<file path="src/rtl/expp_pkg.sv">
// Shared definitions for the multiply/divide exponent pipeline.
// Assumes the normalize shift code is two bits wide with a two's-complement meaning.
package expp_pkg;

    // Normalize shift code; the unused pattern behaves as no shift.
    typedef enum logic [1:0] {
        SH_NONE = 2'b00,
        SH_UP   = 2'b01,
        SH_RSVD = 2'b10,
        SH_DOWN = 2'b11
    } nshift_e;

    // Number of candidate exponents computed in parallel (-1, 0, +1).
    localparam int NUM_CAND = 3;

endpackage

</file>
<file path="src/rtl/exp_front.sv">
// First exponent stage: combines the two biased exponents (add for multiply,
// subtract for divide, keeping the result biased) and screens the operands
// for reserved encodings, a zero divisor and zero operands.
// Assumes EXP_W >= 3; the sum is carried with two guard bits as a signed value.
module exp_front #(
    parameter int EXP_W = 8,
    localparam int RW   = EXP_W + 2
) (
    input  logic                 clk,
    input  logic                 rst_n,
    input  logic                 in_valid,
    input  logic                 op_div,
    input  logic                 a_sign,
    input  logic [EXP_W-1:0]     a_exp,
    input  logic                 b_sign,
    input  logic [EXP_W-1:0]     b_exp,
    output logic                 s1_valid,
    output logic signed [RW-1:0] s1_raw,
    output logic                 s1_dvz,
    output logic                 s1_rsv,
    output logic                 s1_zero
);
    localparam int BIAS = 1 << (EXP_W - 1);
    localparam logic signed [RW-1:0] BIAS_S = RW'(BIAS);

    logic a_is_rsv, b_is_rsv, a_is_zero, b_is_zero;
    logic rsv_c, dvz_c, zero_c;
    logic signed [RW-1:0] ea, eb, raw_c;

    // Classify each operand from its sign and exponent.
    always_comb begin
        a_is_rsv  = a_sign  && (a_exp == '0);
        b_is_rsv  = b_sign  && (b_exp == '0);
        a_is_zero = !a_sign && (a_exp == '0);
        b_is_zero = !b_sign && (b_exp == '0);
    end

    // Resolve the exception and zero conditions in priority order.
    always_comb begin
        rsv_c  = a_is_rsv || b_is_rsv;
        dvz_c  = !rsv_c && op_div && b_is_zero;
        zero_c = !rsv_c && !dvz_c && (op_div ? a_is_zero : (a_is_zero || b_is_zero));
    end

    // Add or subtract the exponents and correct the bias once.
    always_comb begin
        ea = signed'({2'b00, a_exp});
        eb = signed'({2'b00, b_exp});
        if (op_div) raw_c = ea - eb + BIAS_S;
        else        raw_c = ea + eb - BIAS_S;
    end

    // Stage register; conditions are cleared for idle cycles.
    always_ff @(posedge clk) begin
        if (!rst_n) begin
            s1_valid <= 1'b0;
            s1_raw   <= '0;
            s1_dvz   <= 1'b0;
            s1_rsv   <= 1'b0;
            s1_zero  <= 1'b0;
        end else begin
            s1_valid <= in_valid;
            s1_raw   <= in_valid ? raw_c : '0;
            s1_dvz   <= in_valid && dvz_c;
            s1_rsv   <= in_valid && rsv_c;
            s1_zero  <= in_valid && zero_c;
        end
    end


    dvz_excl_chk: assert property (@(posedge clk) disable iff (!rst_n)
        s1_dvz |-> (!s1_rsv && !s1_zero));


    front_valid_chk: assert property (@(posedge clk) disable iff (!rst_n)
        in_valid |=> s1_valid);

endmodule

</file>
<file path="src/rtl/exp_norm_sel.sv">
// Normalization select: builds the exponent candidates for shifts of
// -1, 0 and +1 in parallel and picks one with the shift code.
// Assumes the shift code arrives in the same cycle as the stage-1 result.
module exp_norm_sel
    import expp_pkg::*;
#(
    parameter int EXP_W = 8,
    localparam int RW   = EXP_W + 2
) (
    input  logic signed [RW-1:0] raw,
    input  logic [1:0]           shift_code,
    output logic signed [RW-1:0] sel_exp
);
    logic signed [RW-1:0] cand [NUM_CAND];
    logic [1:0] pick;

    // One adder per candidate; candidate i corresponds to shift i-1.
    for (genvar i = 0; i < NUM_CAND; i++) begin : g_cand
        localparam logic signed [RW-1:0] OFS = RW'(i) - RW'(1);
        assign cand[i] = raw + OFS;
    end

    // Decode the shift code into a candidate index.
    always_comb begin
        case (nshift_e'(shift_code))
            SH_UP:   pick = 2'd2;
            SH_DOWN: pick = 2'd0;
            default: pick = 2'd1;
        endcase
    end

    // Three-way select of the final exponent.
    always_comb begin
        case (pick)
            2'd0:    sel_exp = cand[0];
            2'd2:    sel_exp = cand[2];
            default: sel_exp = cand[1];
        endcase
    end

endmodule

</file>
<file path="src/rtl/exp_range_chk.sv">
// Range check on the selected exponent: above the largest biased code is
// overflow, below 1 is underflow.
// Assumes the input is the post-normalization exponent, carried signed.
module exp_range_chk #(
    parameter int EXP_W = 8,
    localparam int RW   = EXP_W + 2
) (
    input  logic signed [RW-1:0] sel_exp,
    output logic                 ovf_c,
    output logic                 unf_c
);
    localparam logic signed [RW-1:0] MAXE = RW'((1 << EXP_W) - 1);
    localparam logic signed [RW-1:0] MINE = RW'(1);

    // Compare against both ends of the representable range.
    always_comb begin
        ovf_c = sel_exp > MAXE;
        unf_c = sel_exp < MINE;
    end

endmodule

</file>
<file path="src/rtl/exp_muldiv_pipe.sv">
// Top of the shared exponent pipeline. Stage 1 combines the exponents and
// screens the operands. Stage 2 takes the shift code, selects the final
// exponent, range-checks it, and registers the result and exception flags.
// Assumes norm_shift belongs to the operation issued one cycle earlier.
module exp_muldiv_pipe #(
    parameter int EXP_W = 8
) (
    input  logic             clk,
    input  logic             rst_n,
    input  logic             in_valid,
    input  logic             op_div,
    input  logic             a_sign,
    input  logic [EXP_W-1:0] a_exp,
    input  logic             b_sign,
    input  logic [EXP_W-1:0] b_exp,
    input  logic [1:0]       norm_shift,
    output logic             out_valid,
    output logic [EXP_W-1:0] res_exp,
    output logic             exc_ovf,
    output logic             exc_unf,
    output logic             exc_dvz,
    output logic             exc_rsv,
    output logic             force_rsv
);
    localparam int RW = EXP_W + 2;

    logic                 s1_valid, s1_dvz, s1_rsv, s1_zero;
    logic signed [RW-1:0] s1_raw, sel_exp;
    logic                 ovf_c, unf_c, range_ok, any_exc;

    exp_front #(.EXP_W(EXP_W)) u_front (
        .clk      (clk),
        .rst_n    (rst_n),
        .in_valid (in_valid),
        .op_div   (op_div),
        .a_sign   (a_sign),
        .a_exp    (a_exp),
        .b_sign   (b_sign),
        .b_exp    (b_exp),
        .s1_valid (s1_valid),
        .s1_raw   (s1_raw),
        .s1_dvz   (s1_dvz),
        .s1_rsv   (s1_rsv),
        .s1_zero  (s1_zero)
    );

    exp_norm_sel #(.EXP_W(EXP_W)) u_sel (
        .raw        (s1_raw),
        .shift_code (norm_shift),
        .sel_exp    (sel_exp)
    );

    exp_range_chk #(.EXP_W(EXP_W)) u_range (
        .sel_exp (sel_exp),
        .ovf_c   (ovf_c),
        .unf_c   (unf_c)
    );

    // Range flags count only for numeric results with no earlier exception.
    always_comb begin
        range_ok = !s1_rsv && !s1_dvz && !s1_zero;
        any_exc  = s1_rsv || s1_dvz || (range_ok && (ovf_c || unf_c));
    end

    // Output stage register; every field is cleared on idle cycles.
    always_ff @(posedge clk) begin
        if (!rst_n) begin
            out_valid <= 1'b0;
            res_exp   <= '0;
            exc_ovf   <= 1'b0;
            exc_unf   <= 1'b0;
            exc_dvz   <= 1'b0;
            exc_rsv   <= 1'b0;
            force_rsv <= 1'b0;
        end else begin
            out_valid <= s1_valid;
            exc_rsv   <= s1_valid && s1_rsv;
            exc_dvz   <= s1_valid && s1_dvz;
            exc_ovf   <= s1_valid && range_ok && ovf_c;
            exc_unf   <= s1_valid && range_ok && unf_c;
            force_rsv <= s1_valid && any_exc;
            res_exp   <= (s1_valid && !any_exc && !s1_zero) ? sel_exp[EXP_W-1:0] : '0;
        end
    end


    latency_two_chk: assert property (@(posedge clk) disable iff (!rst_n)
        in_valid |-> ##2 out_valid);


    quiet_idle_chk: assert property (@(posedge clk) disable iff (!rst_n)
        !out_valid |-> !(exc_ovf || exc_unf || exc_dvz || exc_rsv || force_rsv));


    force_match_chk: assert property (@(posedge clk) disable iff (!rst_n)
        force_rsv == (exc_ovf || exc_unf || exc_dvz || exc_rsv));


    range_excl_chk: assert property (@(posedge clk) disable iff (!rst_n)
        !(exc_ovf && exc_unf));


    forced_exp_zero_chk: assert property (@(posedge clk) disable iff (!rst_n)
        force_rsv |-> (res_exp == '0));


    rsv_priority_chk: assert property (@(posedge clk) disable iff (!rst_n)
        exc_rsv |-> (!exc_dvz && !exc_ovf && !exc_unf));


    dvz_no_range_chk: assert property (@(posedge clk) disable iff (!rst_n)
        exc_dvz |-> (!exc_ovf && !exc_unf));

endmodule

</file>
<file path="config.mk">
export PLATFORM = sky130hd
export DESIGN_NAME = exp_muldiv_pipe
export DESIGN_NICKNAME = d
export VERILOG_FILES = /design/src/rtl/expp_pkg.sv /design/src/rtl/exp_front.sv /design/src/rtl/exp_norm_sel.sv /design/src/rtl/exp_range_chk.sv /design/src/rtl/exp_muldiv_pipe.sv
export SDC_FILE = /design/constraint.sdc
export NUM_CORES = 1
export LEC_CHECK = 0
export ABC_AREA = 1
export BUFFER_PORTS_ARGS = -buffer_cell sky130_fd_sc_hd__buf_2
export CAP_MARGIN = 20
export CORE_MARGIN = 2
export CORE_UTILIZATION = 50
export CTS_BUF_LIST = sky130_fd_sc_hd__clkbuf_8
export DETAILED_ROUTE_END_ITERATION = 8
export GPL_ROUTABILITY_DRIVEN = 1
export GPL_TIMING_DRIVEN = 0
export PLACE_DENSITY = 0.73
export SLEW_MARGIN = 40
export SYNTH_ARGS = -nofsm -noshare
export SYNTH_HDL_FRONTEND = slang
export SYNTH_SLANG_ARGS = --single-unit
</file>
<file path="constraint.sdc">
create_clock -name clk -period 2.85 [get_ports clk]
set_clock_uncertainty 0.05 [all_clocks]
set_input_delay 0.4275 -clock clk [delete_from_list [all_inputs] [get_ports clk]]
set_output_delay 0.4275 -clock clk [all_outputs]
set_load 0.01 [all_outputs]
</file>
## Word-level counts from Yosys, hierarchy flattened

Cells that the tools add are included.
Widths: inputs -> output; s select.

| cells by class | value |
|---|---|
| $add $sub $neg | 6 |
| $lt $le $gt $ge | 2 |
| equality and inequality tests | 3 |
| multiplexer cells | 4 |
| reduce and logical (&&, ||, !) cells | 40 |

Operators by type and width:

| cell | count |
|---|---|
| $logic_and 1x1->1 | 22 |
| $pmux 10 s2 | 1 |
| $logic_not 8->1 | 2 |
| $add 10x1->10 const B | 1 |
| $add 10x2->10 const B | 1 |
| $add 10x9->10 const B | 1 |
| $gt 10x9->1 const B | 1 |
| $lt 10x2->1 const B | 1 |
| $mux 10 | 1 |
| $sub 10x9->10 const B | 1 |
| $add 8x8->9 | 1 |
| $sub 8x8->9 | 1 |
| $logic_not 1->1 | 8 |
| $logic_or 1x1->1 | 5 |
| $eq 2x2->1 const B | 2 |
| $pmux 2 s2 | 1 |
| $reduce_and 2->1 | 2 |
| $eq 2x1->1 const B | 1 |
| $logic_not 2->1 | 1 |
| $mux 1 | 1 |

| word-level totals | value |
|---|---|
| register bits | 28 |
| input bits | 24 |
| output and inout bits | 14 |
| word-level logic and storage cells | 67 |

## Logic depth before layout (Yosys ltp)

Gate-level depths: netlist of run 1.

| depth | value |
|---|---|
| word-level depth | 12 |
| gate-level depth with buffers | 17 |
| mapped depth without buffers | 17 |

## By module

A second synthesis of run 1 with hierarchy kept.

| second synthesis, totals | value |
|---|---|
| cell total of the unflattened synthesis | 367 |
| area, all modules | 2458.6 um2 |

Modules (own cells, without submodules):

| module | instances | cells an instance | area an instance (um2) | seq. area each (um2) |
|---|---|---|---|---|
| exp_front | 1 | 200 | 1382.6 | 280.3 |
| exp_norm_sel | 1 | 109 | 580.6 | 0.0 |
| exp_muldiv_pipe | 1 | 49 | 445.4 | 280.3 |
| exp_range_chk | 1 | 9 | 50.0 | 0.0 |

## Least setup slack after synthesis of run 1

Ideal clock, no wire load.

| timing | value |
|---|---|
| kind | input-to-reg |
| start | in norm_shift[0] |
| end | reg res_exp[6] |
| setup time | 121 ps |
| arrival time | 2028 ps |
| required time | 2679 ps |
| setup slack | 650 ps |
| stages | 13 |
| buffers on the path | 0 |
| path through | inv_2 -> or2_4 -> ha_1 -> a21oi_1 -> nand2_1 -> nand2_1 -> nand3_1 -> nand3_1 -> nand2_1 -> nor2_1 -> nand3_1 -> nand4_4 -> nor2_1 |

| between the ends | value |
|---|---|
| word-level cells in the longest chain between the ends | 12 |
| elaborated cells on any way between the ends | 15 |
| those cells by class | 2 x order compare; 3 x eq/ne; 2 x mux; 8 x reduce/logical |

Ends and longest elaborated chain:

| what | line | source |
|---|---|---|
| start, declared | exp_muldiv_pipe.sv:16 | `input logic [1:0] norm_shift,` |
| $eq 2x2->1 / $eq 2x1->1 (equally long branches) | exp_norm_sel.sv:25 | `case (nshift_e'(shift_code))` |
| $pmux 2 s2 (*) | exp_norm_sel.sv:25 |  |
| $eq 2x2->1 / $logic_not 2->1 (equally long branches) | exp_norm_sel.sv:34 | `case (pick)` |
| $pmux 10 s2 (*) | exp_norm_sel.sv:34 |  |
| $gt 10x9->1 / $lt 10x2->1 (equally long branches) | exp_range_chk.sv:17, exp_range_chk.sv:18 |  |
| $logic_or 1x1->1 | exp_muldiv_pipe.sv:62 | `any_exc = s1_rsv \|\| s1_dvz \|\| (range_ok && (ovf_c \|\| unf_c));` |
| $logic_and 1x1->1 | exp_muldiv_pipe.sv:62 |  |
| $logic_or 1x1->1 | exp_muldiv_pipe.sv:62 |  |
| $logic_not 1->1 | exp_muldiv_pipe.sv:82 | `res_exp <= (s1_valid && !any_exc && !s1_zero) ? sel_exp[EXP_W-1:0] : '0;` |
| $logic_and 1x1->1 (2 in a row) | exp_muldiv_pipe.sv:82 |  |
| $reduce_and 2->1 (no source line) | - |  |
| end signal, assigned | exp_muldiv_pipe.sv:82 |  |
| end, declared | exp_muldiv_pipe.sv:18 | `output logic [EXP_W-1:0] res_exp,` |

Every way passes the cells marked *; elsewhere a longest branch is shown, timed or not.
A chain may end at the register's enable or synchronous reset.

## Worst setup path after layout of run 1

Ends and elaborated chain as after synthesis.

==> run metrics, run 1 <==
total grt overflow=0; io pins=38; Hold Crit Class=input port to flip-flop; Max Slew Vio Count=0; final-layout fill cell count=365; Core Footprint=4000 sq um; WP buf/inv=2; first-pass GRT wire length=7140 um; critical path cell sequence=buf_2 > inv_2 > or2_4 > ha_1 > a21oi_1 > nand2_1 > nand3_1 > nand2_1 > nand2_1 > nand3_1 > o21ai_0 > nand3_1 > nand4_4 > nor2_1; standard-cell row count=23; wire per inst=10.8 um; Max FO, Critical Path=11; RSZ-0062 raised after global routing=false; pwr/cell area=440 nW/um^2; vias per cell=4.95; cell count after synthesis=304; Worst EP required=2.97 ns; crit path launch type=input port; Async S/R FF share, synth=0%; CP peak stage delay=0.36 ns; Slew @ Worst Pin=0.453 ns; commonest non-fill, non-tap cells in the layout=nand2_1, inv_1, buf_2; Total Routing Usage GR=20.2%; Final min period=2.43 ns; synth top area cells=dfxtp_1, ha_1, nand2_1, inv_1, a21oi_1; # hold bufs at CTS=0; Final WS setup=0.424 ns; n_diodes=0; via count=1954; area grow syn2layout=15.3%; Post-CTS Resized=0; largest net degree at the start of global routing=17; initial antenna violation count=0; vias in the first global route=1707; TNS Setup=0 ns; CP max stage cell=ha_1; CP Class=input port to flip-flop; final net count=400; Worst setup EP type=flip-flop; Initial Utilization=52.1%; port bufs=37; YS warnings=0; fmax=412 MHz; Placement Setup Slack=0.130 ns; WL final=4250 um; CP delay by family, top=simple AND/OR/NAND/NOR gates; clk buf depth=2; Synth Area per Inst=6.86 sq um; Detail Placement HPWL=3550 um; maximum vdd ir drop=0.000171 V; final setup fails=0; Routability Congestion=0.923; Root Driver=clkbuf_8; postcts setup bufs=0; layout cells sized above 1=14.2%; Die Wd=68.6 um; leading area contributor after synthesis=dfxtp_1; most common cell after layout, fill and taps aside=nand2_1; Unique masters post-synth=29; die area=4700 sq um; Leakage=1.30 nW; Clk Latency, worst-skew pair=0.28 ns; final period utilization=85.1%; endpoints failing hold=0; Top FF cell, synth=dfxtp_1; Die Y-Extent=68.6 um; sequential-to-total area share from yosys stat=26.9%; initial detailed-routing violation count=89; MaxCap Viol Count=0; Clock transition at path regs=0.10 ns; Arr. time, crit path=2.54 ns; TritonCTS clock tree=built; number of routed nets with antenna violations=0; syn_nets=358; EDFF count, synth=0; # DRC=0; WHS=0.370 ns; H-Tree Depth=1; clock sinks=28; Relative slew margins=69.5%; register bit total from synthesis=28; status=finished clean; DR pass1 iterations=4; Num CTS Buffers=3; Netlist Area Pre-Place=2080 sq um; share of the synthesized area in the top cell type=26.9%
==> sequential cells by signal, indices dropped and copies added, names as in the netlist <==
register          count
exc_dvz               1
exc_ovf               1
exc_rsv               1
exc_unf               1
force_rsv             1
out_valid             1
res_exp               8
u_front.s1_dvz        1
u_front.s1_raw       10
u_front.s1_rsv        1
u_front.s1_valid      1
u_front.s1_zero       1
==> where the power goes <==
group	switching, W	internal [W]
clock	0.000122	0.000188
sequential	0.00000904	0.000408
combinational	0.000203	0.000128
==> final timing paths <==
kind | startpoint | end | slack [ns] | cells past startpoint
worst max-delay path | norm_shift[0] | res_exp[6]$_SDFF_PN0_ | 0.42 | 14
worst min-delay path | b_sign | u_front.s1_rsv$_SDFF_PN0_ | 0.37 | 3
worst max register to register | u_front.s1_raw[0]$_SDFF_PN0_ | res_exp[6]$_SDFF_PN0_ | 0.72 | 11
worst min register to register | u_front.s1_dvz$_SDFF_PN0_ | exc_dvz$_SDFF_PN0_ | 0.41 | 2
==> worst min-delay path: stages <==
cell and delay [ns]:
buf_2 0.10, nand2_1 0.07, a21oi_1 0.06
==> logic make-up (layout without fill, tap and decap cells) <==
| family | Yosys count | in the layout | share of synthesized area (%) |
|---|---|---|---|
| xor gates and xnor gates | 4 | 4 | 1.68 |
| DFF | 28 | 28 | 26.9 |
| adders and majority gates | 30 | 30 | 19.1 |
| buffers and inverters | 51 | 92 | 9.24 |
| AOI/OAI and AO/OA | 56 | 56 | 14.3 |
| and+or+nand+nor | 135 | 135 | 28.8 |
==> area by class of cell <==
cell class	count	area [sq um]	share of cell area [%]
buffer	2	8.76	0.364
sequential	28	561	23.3
clock inverter	1	30.0	1.25
timing repair buffer	37	185	7.70
tap	50	62.6	2.60
clock buffer	3	41.3	1.72
multi-input combinational	225	1330	55.4
inverter	49	184	7.65
==> routing by layer <==
| layer | global-route usage, % | part of all wire, % |
|---|---|---|
| met1 | 24.9 | 49 |
| met2 | 35.9 | 46 |
| met3 | 2.44 | 3.6 |
| met4 | 6.75 | 1.6 |
| met5 | 0 | 0 |
==> cells in the mapped netlist (3+ instances only) <==
cell type,n
nand2_1,68
inv_1,47
a21oi_1,30
dfxtp_1,28
ha_1,27
nor2_1,25
nand3_1,23
o21ai_0,20
nand4_1,4
nor4_1,4
fa_1,3
or2_2,3
xor2_1,3
==> stage by stage <==
stage | cells | area [sq um] | util [%] | power, W
final | 395 | 2400 | 60.1 | 0.00106
after global routing | 395 | 2400 | 60.1 | 0.00113
after CTS | 395 | 2400 | 60.1 | 0.00106
after detailed placement | 391 | 2330 | 58.3 | 0.000754
after global placement | 391 | 2330 | 58.3 | 0.000749
after floorplan | 304 | 2080 | - | 0.000671
Note: power is estimated with default switching activity, not from simulation.
==> run 2: changes to the inputs <==
--- a/config.mk
+++ b/config.mk
@@ -8,7 +8,7 @@
 export ABC_AREA = 1
 export BUFFER_PORTS_ARGS = -buffer_cell sky130_fd_sc_hd__buf_2
 export CAP_MARGIN = 20
-export CORE_MARGIN = 2
+export CORE_MARGIN = 3
 export CORE_UTILIZATION = 50
 export CTS_BUF_LIST = sky130_fd_sc_hd__clkbuf_8
 export DETAILED_ROUTE_END_ITERATION = 8
==> run 2 against run 1 <==
Net effect: non-clock buffer count stayed put; final cell count is 0.51% lower; utilization is 2.7 points higher; combinational power hardly changed; critical path type unchanged; largest power group unchanged.
==> run metrics, run 2 (synthesized netlist as in run 1, its figures left out) <==
MaxCap Viol Count=0; n_diodes=0; Clk Latency, worst-skew pair=0.27 ns; R2R setup slack=0.70 ns; FF+latch area=561 sq um; final period utilization=85.3%; Worst Hold Depth=3; Final min period=2.43 ns; Initial Utilization=54.5%; area grow syn2layout=15.2%; TritonCTS clock tree=built; Most flops, register=u_front.s1_raw; registers with the most flip-flops=u_front.s1_raw (10), res_exp (8); Routability Congestion=0.900; clock sinks=28; WL final=4300 um; fmax=412 MHz; wire per inst=10.9 um; most common cell after layout, fill and taps aside=nand2_1; Max Slew Vio Count=0; Max FO, Critical Path=11; FF-to-FF End=res_exp[6]$_SDFF_PN0_; vias per cell=4.98; Final Non-Filler Cells=393; Min-Delay Endpoint=u_front.s1_rsv$_SDFF_PN0_; Worst setup EP type=flip-flop; max reg flops=10; Root Driver=clkbuf_8; FF-to-FF Start=u_front.s1_raw[0]$_SDFF_PN0_; largest net degree at the start of global routing=17; crit path launch type=input port; Worst EP required=2.96 ns; Leakage=1.30 nW; R2R cell count=11; status=finished clean; number of routed nets with antenna violations=0; final setup fails=0; Total Routing Usage GR=18.4%; first-pass GRT wire length=7600 um; Die Y-Extent=70.6 um; standard-cell row count=22; pwr/cell area=437 nW/um^2; initial antenna violation count=0; Arr. time, crit path=2.54 ns; Num CTS Buffers=3; Core Footprint=3830 sq um; # DRC=0; Clock transition at path regs=0.09 ns; Detail Placement HPWL=3630 um; DR pass1 iterations=4; io pins=38; Post-CTS Resized=0; vias in the first global route=1819; hold path startpoint=b_sign; endpoints failing hold=0; postcts setup bufs=0; die area=4980 sq um; Hold Crit Class=input port to flip-flop; total grt overflow=0; clk buf depth=2; Relative slew margins=69.1%; layout cells sized above 1=14.2%; Post-Place Cells=389; port bufs=37; Die Wd=70.6 um; final-layout fill cell count=346; commonest non-fill, non-tap cells in the layout=nand2_1, inv_1, buf_2; # hold bufs at CTS=0; initial detailed-routing violation count=158; maximum vdd ir drop=0.000176 V; TNS Setup=0 ns; Slew @ Worst Pin=0.460 ns; CP Class=input port to flip-flop; via count=1959; Multi-input gate area=1330 sq um; final net count=400; RSZ-0062 raised after global routing=false; H-Tree Depth=1
## run 2: how the worst max path moves through the flow
stage	cells past startpoint	end	from
after floorplan	13	res_exp[6]$_SDFF_PN0_	norm_shift[0]
final	14	res_exp[6]$_SDFF_PN0_	norm_shift[0]
after global placement	14	res_exp[6]$_SDFF_PN0_	norm_shift[0]
after detailed placement	14	res_exp[6]$_SDFF_PN0_	norm_shift[0]
after global routing	14	res_exp[6]$_SDFF_PN0_	norm_shift[0]
after CTS	14	res_exp[6]$_SDFF_PN0_	norm_shift[0]
## run 2: power by group
part,switching (W),internal [W]
Clock,0.000111,0.000188
Sequential,0.00000922,0.000408
Combinational,0.000206,0.000127
Total,0.000326,0.000723
## run 2: per-layer routing
| layer | GRT usage [%] | wire, um |
|---|---|---|
| met4 | 4.59 | 40 |
| met2 | 33.4 | 2020 |
| met1 | 23.2 | 2050 |
| met3 | 2.13 | 193 |
| met5 | 0 | 0 |
## run 2: layout make-up
type	instances	area share (%)
buffer	2	0.365
clock buffer	3	1.72
clock inverter	1	1.25
inverter	49	7.66
multi-input combinational	225	55.4
sequential	28	23.3
tap	48	2.50
timing repair buffer	37	7.71
## run 2: through the flow
step | instance area (sq um) | total power (W) | utilization (%) | setup WS [ns] | hold WS, ns
2_1_floorplan | 2080 | 0.000671 | - | 0.650 | 0.368
3_3_place_gp | 2330 | 0.000750 | 60.9 | 0.151 | 0.384
3_5_place_dp | 2330 | 0.000756 | 60.9 | 0.118 | 0.388
4_1_cts | 2400 | 0.00106 | 62.8 | 0.405 | 0.366
5_1_grt | 2400 | 0.00113 | 62.8 | 0.116 | 0.373
6_report | 2400 | 0.00105 | 62.8 | 0.420 | 0.379
## run 2: critical path, cell delays in order
cell and delay (ns):
buf_2 0.13, inv_2 0.09, or2_4 0.31, ha_1 0.36, a21oi_1 0.20, nand2_1 0.12, nand3_1 0.10, nand2_1 0.05
nand2_1 0.05, nand3_1 0.07, o21ai_0 0.17, nand3_1 0.24, nand4_4 0.16, nor2_1 0.05
